File: config.mk
export PLATFORM = sky130hd
export DESIGN_NAME = adc_frame_fsm
export DESIGN_NICKNAME = d
export VERILOG_FILES = /design/src/rtl/adc_model_pkg.sv /design/src/rtl/adc_frame_fsm.sv
export SDC_FILE = /design/constraint.sdc
export NUM_CORES = 1
export LEC_CHECK = 0
export BUFFER_PORTS_ARGS = -buffer_cell sky130_fd_sc_hd__buf_2
export CORE_MARGIN = 1.5
export CORE_UTILIZATION = 25
export CTS_CLUSTER_DIAMETER = 100
export DETAILED_ROUTE_END_ITERATION = 8
export HOLD_SLACK_MARGIN = 0.08
export PLACE_DENSITY = 0.41
export SYNTH_ARGS = -nofsm -noshare
export SYNTH_HDL_FRONTEND = slang
export SYNTH_SLANG_ARGS = --single-unit
File: constraint.sdc
create_clock -name clk -period 2.1 [get_ports clk]
set_input_delay 0.21 -clock clk [delete_from_list [all_inputs] [get_ports clk]]
set_output_delay 0.21 -clock clk [all_outputs]
set_load 0.01 [all_outputs]
File: src/rtl/adc_model_pkg.sv
package adc_model_pkg;

    typedef enum logic [1:0] {
        ST_OFF  = 2'b00,
        ST_ACQ  = 2'b01,
        ST_CONV = 2'b10,
        ST_TAIL = 2'b11
    } frame_state_t;

endpackage

File: src/rtl/adc_frame_fsm.sv
module adc_frame_fsm
    import adc_model_pkg::*;
#(
    parameter int LEAD_ZEROS = 8,
    parameter int ACQ_EDGES  = 6,
    parameter int FRAME_LEN  = 24,
    parameter int CNT_W      = 5
) (
    input  logic             clk,
    input  logic             rst_n,
    input  logic             cs_hi,
    input  logic             cs_fall,
    input  logic             sclk_fall,
    output frame_state_t     state,
    output logic [CNT_W-1:0] edge_cnt,
    output logic             load_en,
    output logic             shift_en,
    output logic             clear
);
    localparam logic [CNT_W:0]   LEAD_C  = (CNT_W+1)'(LEAD_ZEROS);
    localparam logic [CNT_W:0]   ACQ_C   = (CNT_W+1)'(ACQ_EDGES);
    localparam logic [CNT_W:0]   FRAME_C = (CNT_W+1)'(FRAME_LEN);
    localparam logic [CNT_W-1:0] SAT_C   = CNT_W'(FRAME_LEN);

    frame_state_t    state_nx;
    logic [CNT_W:0]  cnt_inc;

    assign cnt_inc = {1'b0, edge_cnt} + 1'b1;

    // state register
    always_ff @(posedge clk or negedge rst_n) begin
        if (!rst_n) state <= ST_OFF;
        else        state <= state_nx;
    end

    // next-state logic
    always_comb begin
        state_nx = state;
        if (cs_hi) begin
            state_nx = ST_OFF;                       // abort / release
        end else begin
            unique case (state)
                ST_OFF:  if (cs_fall) state_nx = ST_ACQ;                        // wake
                ST_ACQ:  if (sclk_fall && cnt_inc == ACQ_C) state_nx = ST_CONV;  // hold
                ST_CONV: if (sclk_fall && cnt_inc == FRAME_C) state_nx = ST_TAIL; // finish
                ST_TAIL: state_nx = ST_TAIL;
                default: state_nx = ST_OFF;
            endcase
        end
    end

    // output strobes
    always_comb begin
        clear    = cs_hi || (state == ST_OFF);
        load_en  = 1'b0;
        shift_en = 1'b0;
        unique case (state)
            ST_OFF:  ;
            ST_ACQ:  load_en  = sclk_fall && !cs_hi && (cnt_inc == ACQ_C);
            ST_CONV,
            ST_TAIL: shift_en = sclk_fall && !cs_hi && (cnt_inc >= LEAD_C);
            default: ;
        endcase
    end

    // saturating edge counter
    always_ff @(posedge clk or negedge rst_n) begin
        if (!rst_n)                              edge_cnt <= '0;
        else if (clear)                          edge_cnt <= '0;
        else if (sclk_fall && edge_cnt != SAT_C) edge_cnt <= edge_cnt + 1'b1;
    end
endmodule

Word level (Yosys, flattened, before mapping). Cells that the tools add are included.

Reductions and logical operators: 12. Equality and inequality tests: 9. Multiplexer cells: 9. Divide/modulo/power cells: 0. Shift-type cells: 0. Add/subtract/negate cells: 2. Multiply operators: 0. Order comparisons: 1. Bitwise operators: 0.

Operator list (count): $mux 5 (2); $ne 3x3->1 const B (3); $mux 2 (4); $pmux 2 s4 (1); $add 5x1->6 const B (1); $eq 6x3->1 const B (1); $eq 6x5->1 const B (1); $ge 6x4->1 const B (1); $logic_and 1x1->1 (6); $add 5x1->5 const B (1); $ne 5x5->1 const B (1); $eq 2x2->1 const B (2); $reduce_and 3->1 (1); $eq 2x1->1 const B (1); $logic_not 2->1 (1); $mux 1 (2); $reduce_bool 2->1 (1); $reduce_or 2->1 (1); $logic_not 1->1 (1); $logic_or 1x1->1 (1).

RAM bits: 0. Word-level logic and storage cells: 35. Memories: 0. Input port bits: 5. Flip-flop bits (word level): 7. Latch bits: 0. Memory bits (read-only): 0.

Longest topological paths before layout.
Depth after elaboration: 6. Gate-level depth with buffers: 6. Depth with buffers taken out: 6.

Least setup slack after synthesis. No wires, ideal clock.

Path type: register to output. Start: register edge_cnt[0]. End: output port load_en. Data arrival time: 1.615 ns. Stages on the path, launching flop included: 6. Slack: 0.275 ns. Path through: dfrtp_1 ha_1 xnor2_1 nand4b_4 or3_1 nor3_1.

Word-level cells in the longest chain between the ends: 4.

Ends and longest elaborated chain: from (decl) (RTL line adc_frame_fsm.sv:15) `output logic [CNT_W-1:0] edge_cnt,`; from (signal assigned) (RTL line adc_frame_fsm.sv:70) `else if (sclk_fall && edge_cnt != SAT_C) edge_cnt <= edge_cnt + 1'b1;`; $add 5x1->6 (RTL line adc_frame_fsm.sv:28) `assign cnt_inc = {1'b0, edge_cnt} + 1'b1;`; $eq 6x3->1 (RTL line adc_frame_fsm.sv:59) `ST_ACQ: load_en = sclk_fall && !cs_hi && (cnt_inc == ACQ_C);`; $logic_and 1x1->1 (RTL line adc_frame_fsm.sv:59); $mux 1 (RTL line adc_frame_fsm.sv:57) `unique case (state)`; to (decl) (RTL line adc_frame_fsm.sv:16) `output logic load_en,`.

No other way between the ends.

Final worst setup path.
Start: register edge_cnt[1]. End: output port load_en.

The elaborated chain is that of the path after synthesis.

==> results.json <==
{
  "outcome": "finished, final reports clean",
  "worstSetupEndpointType": "output pin",
  "post-place-ws_ns": 0.330,
  "syn_to_final_growth_pct": 32.1,
  "pwr-share-clk": 0.404,
  "drive_gt1_frac": 0.314,
  "placedCellCount": 90,
  "synth_area_um2": 472,
  "r2r-start": "edge_cnt[1]",
  "netlist_instances": 49,
  "initial_utilization": 0.270,
  "synth.area.top_cells": "dfrtp_1 (37%), ha_1 (11%), xnor2_1 (7.4%), xor2_1 (5.6%), nand4b_4 (5.0%)",
  "drt_wl_total_um": 1080,
  "relSlewSlack": 0.788,
  "cts_setup_buffers": 0,
  "vias": 424,
  "grt_setup_unrepaired": "false",
  "hp-class": "in2reg",
  "tightest_slew_ns": 0.316,
  "seqPwrFrac": 0.488,
  "maxCapViolations": 0,
  "clockRootBuffer": "clkbuf_4",
  "p_comb_frac": 0.108,
  "ant_nets": 0,
  "synth_commonest_cells": "dfrtp_1 (7), nor2_1 (5), ha_1 (4), nand3_1 (4), xnor2_1 (4)",
  "synth-seq-cells": 7,
  "async_flop_share": 1.00,
  "finalCritPeriodShare": 0.952,
  "cp-start-kind": "flop",
  "finalHoldViolCount": 0,
  "leakagePower_nw": 0.298,
  "yosys.area.top_type": "dfrtp_1",
  "final_nets": 80,
  "finalPower_mw": 0.287,
  "clkTransAtPathRegs_ns": 0.05,
  "die_h_um": 46.4,
  "drt-wirelength-per-cell_um": 11.4,
  "cts_tree": "built",
  "final_core_util": 0.357,
  "synth_warnings": 0,
  "portBuffers": 14,
  "dieArea_um2": 2160,
  "h-tree-depth": 1,
  "ys.flop_type": "dfrtp_1",
  "setup_viol": 0,
  "rows": 15,
  "fin_crit_ns": 2.00,
  "finClkSkew_ns": 0.00170,
  "layout.cells.non_filler": 95,
  "drv_slew": 0,
  "core_um2": 1750,
  "crit_fanout": 6,
  "clock_latency_ns": 0.24,
  "synth_area_per_cell_um2": 9.63,
  "dp_hpwl_um": 857,
  "viasPerCell": 4.46,
  "track_usage": 0.118,
  "grt_overflow": 0,
  "yosysMostFrequentCell": "dfrtp_1",
  "tns_ns": 0,
  "power.net_switching_mw": 0.0647,
  "crit_path_start": "edge_cnt[1]",
  "drt_first_pass_iters": 1,
  "fillers": 192,
  "numCtsBuffers": 3,
  "regToRegSetupSlack_ns": 0.62,
  "yosysTopAreaCellShare": 0.371,
  "clock_sinks": 7,
  "critPathRequiredTime_ns": 1.89,
  "rr_endpoint": "state[1]",
  "critPathKind": "reg2out",
  "die_x_um": 46.4,
  "grt_max_degree": 9,
  "fmax_ghz": 0.500,
  "crit_arrival_ns": 1.79,
  "synthesis.nets": 58,
  "drt_iter0_drc": 0,
  "p_int_mw": 0.223,
  "first_global_vias": 398,
  "place_congestion": 0.671,
  "synth_cell_types": 19,
  "antenna_found_initial": 0,
  "r2r_cells": 6,
  "drc_errors": 0,
  "p_per_area_nw_per_um2": 461,
  "synth_edf_count": 0,
  "swShare": 0.225,
  "critPathCapture": "load_en",
  "hp-start": "cs_hi",
  "ir_drop_mv": 0.338,
  "setup_slack_ns": 0.100,
  "yosysSeqAreaShare": 0.371,
  "clock_path_buffers": 2,
  "diodes": 0,
  "ioPinCount": 15,
  "grt_pass1_wl_um": 1740
}
-- worst max-delay path: stages (launching register included) --
cell	delay, ns
dfrtp_1	0.37
buf_4	0.16
inv_1	0.07
ha_1	0.20
nand4b_4	0.11
or3_1	0.34
nor3_1	0.14
buf_2	0.15
-- area by class of cell --
class	count	area, um^2	area share
Clock buffer	4	26.3	0.0422
Sequential cell	7	175	0.281
Tap cell	25	31.3	0.0502
Inverter	3	11.3	0.0181
Timing Repair Buffer	18	103	0.165
Multi-Input combinational cell	38	277	0.444
-- cells by family (layout without fill, tap and decap cells) --
kind of cell / after synthesis / count (layout) / synth area share
flip-flops: 7 / 7 / 0.371
XOR/XNOR: 7 / 7 / 0.130
AO/OA/AOI/OAI: 6 / 6 / 0.0796
AND/OR/NAND/NOR: 21 / 21 / 0.265
buffers and inverters: 4 / 25 / 0.0477
adder cells (fa/ha/maj): 4 / 4 / 0.106
-- routing by layer --
metal	GRT usage	wire, um	up-vias
met1	0.144	524	196
met4	0.0171	0	0
met2	0.194	496	15
li1	-	-	213
met5	0	0	-
met3	0.0510	59	0
-- registers in the layout, indices dropped and copies added, names as in the netlist --
name	flops
state	2
edge_cnt	5
-- power groups by stage --
stage	Combinational (mW)	Clock (mW)	Sequential [mW]
after floorplan	0.00944	0	0.144
after global placement	0.0300	0	0.143
after detailed placement	0.0301	0	0.143
after CTS	0.0316	0.123	0.140
final	0.0310	0.116	0.140
after global routing	0.0354	0.136	0.140
-- how the worst min path moves through the flow --
stage / end / slack [ns] / cells after the start
2_1_floorplan: edge_cnt[0] / -0.09 / 0
3_3_place_gp: state[0] / 0.05 / 1
3_5_place_dp: edge_cnt[4] / 0.05 / 1
4_1_cts: state[1] / 0.18 / 2
5_1_grt: state[1] / 0.17 / 2
6_report: state[1] / 0.18 / 2
-- per-stage QoR --
step | cell area (um^2) | hold WS (ns)
after floorplan | 472 | -0.0856
after global placement | 584 | 0.0509
after detailed placement | 584 | 0.0523
after CTS | 621 | 0.177
after global routing | 623 | 0.175
final | 623 | 0.182
-- repair_timing --
| item | 4_1_cts | 5_1_grt |
|---|---|---|
| gates resized for setup | 0 | 1 |
| hold buffers | 1 | 0 |
| endpoints found under the hold margin | 7 | 0 |
| endpoints found under the setup margin | 0 | 1 |
-- placed cells by master (no fill, tap or decap), types with 2 or more instances in the layout --
cell type,netlist,routed
buf_2,0,14
dfrtp_1,7,7
nor2_1,5,5
nand3_1,4,4
xnor2_1,4,4
inv_1,3,3
nand2_1,3,3
a21oi_1,3,3
nand4_1,3,3
xor2_1,3,3
ha_1,4,3
clkbuf_4,0,3
buf_4,0,3
a211oi_1,2,2
Power figures use the tool's default switching activity.
